`config.mk`:
```
export PLATFORM = sky130hd
export DESIGN_NAME = dclk_divider
export DESIGN_NICKNAME = d
export VERILOG_FILES = /design/src/rtl/dclkdiv_pkg.sv /design/src/rtl/dd_cfg_regs.sv /design/src/rtl/dd_sync_edge.sv /design/src/rtl/dd_div_core.sv /design/src/rtl/dclk_divider.sv
export SDC_FILE = /design/constraint.sdc
export NUM_CORES = 1
export LEC_CHECK = 0
export BUFFER_PORTS_ARGS = -buffer_cell sky130_fd_sc_hd__buf_2
export CORE_MARGIN = 10
export CORE_UTILIZATION = 50
export DETAILED_ROUTE_END_ITERATION = 16
export PLACE_DENSITY = 0.7
export SETUP_SLACK_MARGIN = 0.2
export SYNTH_ARGS = -nofsm -noshare
export SYNTH_HDL_FRONTEND = slang
export SYNTH_SLANG_ARGS = --single-unit
```
`constraint.sdc`:
```
create_clock -name clk -period 8 [get_ports clk]
set_clock_uncertainty 0.1 [all_clocks]
set_input_delay 0.4 -clock clk [delete_from_list [all_inputs] [get_ports clk]]
set_output_delay 0.4 -clock clk [all_outputs]
set_load 0.005 [all_outputs]
```
`src/rtl/dclkdiv_pkg.sv`:
```
package dclkdiv_pkg;

   // log2 of the largest sampling divisor: interp 8 x zero-stuff 2 x dual 1
   localparam int MAX_SAMP_L2 = 4;
   // log2 of the largest output-only divide
   localparam int MAX_XDIV_L2 = 2;
   // width holding any log2 ratio
   localparam int L2_W        = 3;
   // counter spans the full exported period
   localparam int CNT_W       = MAX_SAMP_L2 + MAX_XDIV_L2;

   typedef struct packed {
      logic [1:0] interp_code;
      logic       zstuff;
      logic       single_port;
      logic [1:0] xdiv_code;
   } dd_cfg_t;

   // output-divide code to log2 ratio; the reserved code behaves as divide-by-4
   function automatic logic [L2_W-1:0] xdiv_log2(input logic [1:0] code);
      case (code)
         2'b00:   return L2_W'(0);
         2'b01:   return L2_W'(1);
         default: return L2_W'(2);
      endcase
   endfunction

   // log2 of twice the sampling divisor; zero means a ratio of one half
   function automatic logic [L2_W-1:0] twice_samp_log2(input dd_cfg_t c);
      return L2_W'(c.interp_code) + L2_W'(c.zstuff) + L2_W'(!c.single_port);
   endfunction

endpackage

```
`src/rtl/dd_cfg_regs.sv`:
```
module dd_cfg_regs
   import dclkdiv_pkg::*;
#(
   parameter int                ADDR_W    = 8,
   parameter int                DATA_W    = 8,
   parameter logic [ADDR_W-1:0] ADDR_MODE = 'h01,
   parameter logic [ADDR_W-1:0] ADDR_PORT = 'h02,
   parameter logic [ADDR_W-1:0] ADDR_DCLK = 'h03
) (
   input  logic              clk,
   input  logic              rst_n,
   input  logic              wr_en,
   input  logic [ADDR_W-1:0] wr_addr,
   input  logic [DATA_W-1:0] wr_data,
   output dd_cfg_t           cfg
);

   if (DATA_W < 8) begin : g_bad_width
      $error("dd_cfg_regs: DATA_W must be at least 8");
   end

   logic unused_wdata;
   assign unused_wdata = ^wr_data;

   always_ff @(posedge clk) begin
      if (!rst_n) begin
         cfg <= '0;
      end else if (wr_en) begin
         case (wr_addr)
            ADDR_MODE: begin
               cfg.interp_code <= wr_data[7:6];
               cfg.zstuff      <= wr_data[0];
            end
            ADDR_PORT: cfg.single_port <= wr_data[6];
            ADDR_DCLK: cfg.xdiv_code   <= wr_data[5:4];
            default: ;
         endcase
      end
   end

endmodule

```
`src/rtl/dd_sync_edge.sv`:
```
module dd_sync_edge #(
   parameter int STAGES = 2
) (
   input  logic clk,
   input  logic rst_n,
   input  logic din,
   output logic rise
);

   if (STAGES < 2) begin : g_bad_stages
      $error("dd_sync_edge: STAGES must be at least 2");
   end

   logic chain [STAGES];
   logic last_q;

   for (genvar i = 0; i < STAGES; i++) begin : g_stage
      if (i == 0) begin : g_first
         always_ff @(posedge clk) begin
            if (!rst_n) chain[0] <= 1'b0;
            else        chain[0] <= din;
         end
      end else begin : g_next
         always_ff @(posedge clk) begin
            if (!rst_n) chain[i] <= 1'b0;
            else        chain[i] <= chain[i-1];
         end
      end
   end

   always_ff @(posedge clk) begin
      if (!rst_n) last_q <= 1'b0;
      else        last_q <= chain[STAGES-1];
   end

   assign rise = chain[STAGES-1] & ~last_q;

endmodule

```
`src/rtl/dd_div_core.sv`:
```
module dd_div_core
   import dclkdiv_pkg::*;
(
   input  logic             clk,
   input  logic             rst_n,
   input  dd_cfg_t          pend_cfg,
   input  logic             sync_rise,
   output logic             sample_en,
   output logic             dclk,
   output logic             cfg_err,
   output logic             wrap,
   output logic [CNT_W-1:0] cnt,
   output logic [L2_W-1:0]  act_sl2,
   output logic [L2_W-1:0]  act_xl2
);

   localparam logic [CNT_W:0] ONE_W = (CNT_W+1)'(1);

   logic [L2_W-1:0]  twice_l2, pend_sl2, pend_xl2, tot_l2;
   logic             pend_ok;
   logic [CNT_W:0]   period, half_up, samp_per;
   logic [CNT_W-1:0] last_cnt, smask, cnt_next;

   // pending setting decoded to log2 ratios
   assign twice_l2 = twice_samp_log2(pend_cfg);
   assign pend_ok  = (twice_l2 != '0);
   assign pend_sl2 = twice_l2 - L2_W'(1);
   assign pend_xl2 = xdiv_log2(pend_cfg.xdiv_code);
   assign cfg_err  = !pend_ok;

   // active ratios
   assign tot_l2   = act_sl2 + act_xl2;
   assign period   = ONE_W << tot_l2;
   assign half_up  = (period + ONE_W) >> 1;
   assign last_cnt = CNT_W'(period - ONE_W);
   assign samp_per = ONE_W << act_sl2;
   assign smask    = CNT_W'(samp_per - ONE_W);

   assign wrap     = (cnt == last_cnt);
   assign cnt_next = (sync_rise || wrap) ? '0 : cnt + CNT_W'(1);

   always_ff @(posedge clk) begin
      if (!rst_n) begin
         cnt       <= '0;
         act_sl2   <= '0;
         act_xl2   <= '0;
         sample_en <= 1'b0;
         dclk      <= 1'b0;
      end else begin
         cnt  <= cnt_next;
         dclk <= ({1'b0, cnt_next} < half_up);
         if (sync_rise) sample_en <= (act_sl2 == '0);
         else           sample_en <= ((cnt & smask) == smask);
         if (wrap && pend_ok) begin
            act_sl2 <= pend_sl2;
            act_xl2 <= pend_xl2;
         end
      end
   end

endmodule

```
`src/rtl/dclk_divider.sv`:
```
module dclk_divider
   import dclkdiv_pkg::*;
#(
   parameter int                ADDR_W      = 8,
   parameter int                DATA_W      = 8,
   parameter int                SYNC_STAGES = 2,
   parameter logic [ADDR_W-1:0] ADDR_MODE   = 'h01,
   parameter logic [ADDR_W-1:0] ADDR_PORT   = 'h02,
   parameter logic [ADDR_W-1:0] ADDR_DCLK   = 'h03
) (
   input  logic              clk,
   input  logic              rst_n,
   input  logic              cfg_wr_en,
   input  logic [ADDR_W-1:0] cfg_addr,
   input  logic [DATA_W-1:0] cfg_wdata,
   input  logic              sync_in,
   output logic              sample_en,
   output logic              dclk_out,
   output logic              cfg_err
);

   dd_cfg_t          pend_cfg;
   logic             sync_rise;
   logic             core_wrap;
   logic [CNT_W-1:0] core_cnt;
   logic [L2_W-1:0]  act_sl2, act_xl2;

   dd_cfg_regs #(
      .ADDR_W(ADDR_W), .DATA_W(DATA_W),
      .ADDR_MODE(ADDR_MODE), .ADDR_PORT(ADDR_PORT), .ADDR_DCLK(ADDR_DCLK)
   ) u_regs (
      .clk(clk), .rst_n(rst_n), .wr_en(cfg_wr_en),
      .wr_addr(cfg_addr), .wr_data(cfg_wdata), .cfg(pend_cfg)
   );

   dd_sync_edge #(.STAGES(SYNC_STAGES)) u_sync (
      .clk(clk), .rst_n(rst_n), .din(sync_in), .rise(sync_rise)
   );

   dd_div_core u_core (
      .clk(clk), .rst_n(rst_n), .pend_cfg(pend_cfg), .sync_rise(sync_rise),
      .sample_en(sample_en), .dclk(dclk_out), .cfg_err(cfg_err),
      .wrap(core_wrap), .cnt(core_cnt), .act_sl2(act_sl2), .act_xl2(act_xl2)
   );

endmodule

```
After elaboration in Yosys (flattened, before gate mapping)
Memory sizes are Yosys's and may differ from the RTL's.
Cells that the tools add are included.
{"block": "classes", "magnitude_cmp": 1, "shifts": 2, "n_mul": 0, "bitwise": 5, "div": 0, "n_mux": 7, "eq_ne": 6, "n_reduce_logical": 10, "n_addsub": 8}
{"cell": "== test 8 x 2 -> 1 bit, second input constant", "count": 2}
{"cell": "== test 6 bit", "count": 2}
{"cell": "subtractor 6 x 1 -> 6 bit, second input constant", "count": 2}
{"cell": "== test 8 x 1 -> 1 bit, second input constant", "count": 1}
{"cell": "adder 7 x 1 -> 7 bit, second input constant", "count": 1}
{"cell": "left shift 1 x 3 -> 7 bit, first input constant", "count": 1}
{"cell": "adder 6 x 1 -> 6 bit, second input constant", "count": 1}
{"cell": "bitwise AND 6 bit", "count": 1}
{"cell": "< comparator 6 bit", "count": 1}
{"cell": "two-way mux 6 bit", "count": 1}
{"cell": "AND reduction 2 bit", "count": 3}
{"cell": "left shift 1 x 3 -> 6 bit, first input constant", "count": 1}
{"cell": "two-way mux 1 bit", "count": 5}
{"cell": "one-hot mux 2 bit (2 select lines)", "count": 1}
{"cell": "adder 2 x 1 -> 3 bit", "count": 1}
{"cell": "adder 3 x 1 -> 3 bit", "count": 1}
{"cell": "adder 3 bit", "count": 1}
{"cell": "logical NOT 3 bit", "count": 1}
{"cell": "nonzero test 3 bit", "count": 1}
{"cell": "subtractor 3 x 1 -> 3 bit, second input constant", "count": 1}
{"cell": "== test 2 x 1 -> 1 bit, second input constant", "count": 1}
{"cell": "logical NOT 1 bit", "count": 2}
{"cell": "logical NOT 2 bit", "count": 1}
{"cell": "OR 1 bit", "count": 2}
{"cell": "other kinds (4)", "count": 4}
{"block": "word_totals", "rom_bits": 0, "register_bits": 21, "mem_bits_rw": 2, "out_inout_bits": 3, "wordCells": 50, "latch_bits": 0, "input_bits": 20, "mem_count": 1}
{"name": "u_sync.chain", "words": 2, "word_bits": 1, "rd": 2, "rd_ports_with_merged_regs": 0, "write_ports": 2, "line_no": "dd_sync_edge.sv:14", "rtl": "logic chain [STAGES];"}

Depth between registers and ports, before layout
{"block": "logic_depth", "depth_word": 7, "depth_mapped": 17, "mapped_depth_nobuf": 16}

By module
Synthesis repeated with hierarchy kept, for this count alone.
{"block": "hier_totals", "cells_unflattened": 172, "hier_area_um2": 1530.2}
{"mod": "dd_div_core", "cells_each": 136, "area_per_inst_um2": 1148.6, "seq_area_each_um2": 260.2, "n_inst": 1}
{"mod": "dd_cfg_regs", "cells_each": 29, "area_per_inst_um2": 289.0, "seq_area_each_um2": 120.1, "n_inst": 1}
{"mod": "dd_sync_edge", "cells_each": 7, "area_per_inst_um2": 92.6, "seq_area_each_um2": 60.1, "n_inst": 1}

Worst setup path before layout
No wires, ideal clock.
{"block": "synth_timing", "path_type": "reg2reg", "start": "reg u_core.act_sl2[0]", "end": "reg u_core.dclk", "period_less_slack_ns": 4.434, "setup_ns": 0.074, "path_buffers": 0, "required_time_ns": 7.826, "arrival_time_ns": 4.260, "path_stages_with_launch": 17, "path_slack_ns": 3.566, "path_cell_list": "dfxtp_1 > ha_1 > fa_1 > or2_2 > or2_2 > ha_1 > nor2_1 > mux2i_1 > or3b_4 > a211oi_2 > nor3_1 > ha_1 > a21o_1 > a21o_1 > a211oi_1 > nor3b_1 > a31oi_1"}
{"block": "synth_via", "elab_chain_len": 7, "elab_cells_between_ends": 8, "cone_classes": "add/sub (3); order compare (1); eq/ne (1); shift (1); mux (1); reduce/logical (1)"}
{"item": "start, declared", "line_no": "dd_div_core.sv:13", "rtl": "output logic [L2_W-1:0] act_sl2,"}
{"item": "start signal, assigned", "line_no": "dd_div_core.sv:55", "rtl": "act_sl2 <= pend_sl2;"}
{"item": "adder 3 bit", "line_no": "dd_div_core.sv:32", "rtl": "assign tot_l2 = act_sl2 + act_xl2;"}
{"item": "left shift 1 x 3 -> 7 bit", "line_no": "dd_div_core.sv:33", "rtl": "assign period = ONE_W << tot_l2;"}
{"item": "subtractor 6 x 1 -> 6 bit", "line_no": "dd_div_core.sv:35", "rtl": "assign last_cnt = CNT_W'(period - ONE_W);"}
{"item": "== test 6 bit", "line_no": "dd_div_core.sv:39", "rtl": "assign wrap = (cnt == last_cnt);"}
{"item": "logical OR 1 bit", "line_no": "dd_div_core.sv:40", "rtl": "assign cnt_next = (sync_rise || wrap) ? '0 : cnt + CNT_W'(1);"}
{"item": "two-way mux 6 bit", "line_no": "dd_div_core.sv:40"}
{"item": "via u_core.cnt_next[3]", "line_no": "dd_div_core.sv:22", "rtl": "logic [CNT_W-1:0] last_cnt, smask, cnt_next;"}
{"item": "< comparator 6 bit", "line_no": "dd_div_core.sv:51", "rtl": "dclk <= ({1'b0, cnt_next} < half_up);"}
{"item": "end signal, assigned", "line_no": "dd_div_core.sv:51"}
{"item": "end, declared", "line_no": "dd_div_core.sv:9", "rtl": "output logic dclk,"}
The timed path passes the listed nets, and every way through them passes these cells.
A chain may end at the register's enable or synchronous reset.

Worst setup path after layout
Same ends and word-level chain as after synthesis.

==> qor.csv <==
metric;value;unit
wirelength;3070;microns
postCtsHoldBufs;0;
initial_core_util;53.9;%
yosysTopAreaCell;dfxtp_1;
finalSetupViolCount;0;
firstDrtPassIters;4;
tightest_slew;611;ps
maxCapViolations;0;
ys_warn_count;0;
cts_buffers;3;
whs_path_depth;2;
cts.path.max_buffers;2;
clkTransAtPathRegs;130;ps
total_power;0.000216;W
async_flop_share;0;%
cts_setup_buffers;0;
gp_congestion;0.806;
pre_cts_ws;3070;ps
dieHeight;75.2;microns
cp.required;8140;ps
total_leakage_power;0.753;nW
synth_area_leaders;dfxtp_1, ha_1, mux2i_1, nand2_1, nand2b_1;
port_buffers;19;
wl_per_cell;14.1;microns
drt_iter0_drc;50;
synthFlopType;dfxtp_1;
crit_fanout;9;
drc;0;
diodes;0;
seq_area_frac_synth;28.9;%
crit_arrival;5120;ps
grt-ovfl-total;0;
ios;23;
max_slew_margin;59.0;%
syn_area;0.00152;sq mm
hold_end;u_sync.chain[0];
rows;19;
via_per_inst;5.66;
grt_pass1_vias;1226;
layout_commonest_cell;dfxtp_1;
final_util;59.4;%
layout_setup_ws;3020;ps
final_cell_mix;dfxtp_1, buf_2, mux2i_1, ha_1, nand2_1;
synth-edff-count;0;
status;complete, no violations;
syn_avg_cell_area;9.07;sq um
grt_max_degree;17;
cts_tree;yes;
syn_nets;203;
layout-drive-gt1-share;15.6;%
clk_latency;310;ps
syn_to_final_growth;10.3;%
reg2reg_setup_slack;3020;ps
finalCritPeriodShare;62.3;%
ys_types;44;
min_from;sync_in;
p_per_area;128;mW/mm^2
syn_inst;168;
rsz0062_at_grt;no;
n_fill_cell;234;
worst_hold_slack;189;ps
cts_sinks;22;
endpoint_kind;register;
hpwl;2480;microns
grt_usage;11.6;%
die_w;75.2;microns
root_buffer;clkbuf_4;
crit_type;register to register;
antenna_found_initial;0;
crit_path_start;u_core.act_sl2[0];
die_area;0.00566;sq mm
start_kind;register;
r2r-end;u_core.dclk;
synth_top_area_share;28.9;%
rr_worst_depth;16;
vias;1228;
cts_max_level;1;
period_needed;4980;ps
core;0.00283;sq mm
max_freq;201;MHz
min_path_type;input port to register;
grt_pass1_wl;5240;microns
fin_setup_tns;0;ps
vdd_drop_max;0.000128;V
cts_resized;0;
timing.rr.start;u_core.act_sl2[0];
drtAntennaViolNets;0;
finalHoldViolCount;0;
final_max_slew_viol_count;0;
ys_ff_latch;22;
num-nets-final;222;
[metrics by stage]
stage	std cells	cell area [sq um]
2_1_floorplan	168	1520
3_3_place_gp	213	1630
3_5_place_dp	213	1630
4_1_cts	217	1680
5_1_grt	217	1680
6_report	217	1680
[worst max path at each step]
stage               cells after the start           to  slack (ps)
finish                                 16  u_core.dclk        3020
floorplan                              16  u_core.dclk        3570
detailed placement                     16  u_core.dclk        3070
global placement                       16  u_core.dclk        3150
CTS                                    16  u_core.dclk        3010
global route                           16  u_core.dclk        2730
[sequential cells by signal, indices dropped and copies added (netlist names)]
signal,flops
u_sync.chain,2
u_core.sample_en,1
u_regs.cfg,6
u_sync.last_q,1
u_core.act_sl2,3
u_core.dclk,1
u_core.cnt,6
u_core.act_xl2,2
[power breakdown]
part           switching (W)  internal, W
clock              0.0000334    0.0000506
sequential        0.00000115     0.000111
combinational      0.0000101   0.00000896
[kinds of logic (layout without fill, tap and decap cells)]
family | after synthesis | count (layout) | synth area share [%]
DFF | 22 | 22 | 28.9
xor gates and xnor gates | 11 | 11 | 7.55
buffers and inverters | 15 | 33 | 4.43
AOI/OAI and AO/OA | 22 | 22 | 11.8
muxes | 13 | 13 | 8.54
adders and majority gates | 15 | 15 | 13.3
and+or+nand+nor | 70 | 70 | 25.5
[area by class of cell]
cell class                 count  area (sq um)  area share [%]
clock buffer                   3          22.5            1.34
clock inverter                 1          30.0            1.79
inverter                      10          37.5            2.23
multi-input combinational    131          1020            60.5
sequential                    22           440            26.2
tap                           31          38.8            2.31
timing repair buffer          19          95.1            5.66
[layer usage]
layer / GRT usage [%] / vias up / wire length, microns
li1: - / 642 / -
met1: 12.8 / 560 / 1370
met2: 21.1 / 19 / 1580
met3: 2.50 / 7 / 78
met4: 4.54 / 0 / 46
met5: 0 / - / 0
[cell usage after synthesis, drive strengths merged (2+ instances only)]
library cell and instances:
nand3 4, nand4b 2, and4 3, xor2 6
a21o 2, nand2 12, buf 3, o21a 2
and3 3, fa 2, nor3 8, nor2 11
or2 2, a211oi 5, inv 10, xnor2 5
a31oi 2, clkbuf 2, a21oi 2, and2 3
nor2b 3, nand2b 7, dfxtp 22, or3 2
nor4 5, o21ai 2, ha 13, mux2i 13
[worst max-delay path: stages, from the launching register on]
cell      delay (ps)
dfxtp_1          460
ha_1             210
fa_1             540
or2_2            400
or2_2            310
ha_1             280
nor2_1           130
mux2i_1           90
or3b_4           420
a211oi_2         580
nor3_1           140
ha_1             340
a21o_1           150
a21o_1           180
a211oi_1         330
nor3b_1           90
a31oi_1          180
Note: power is estimated with default switching activity, not from simulation.
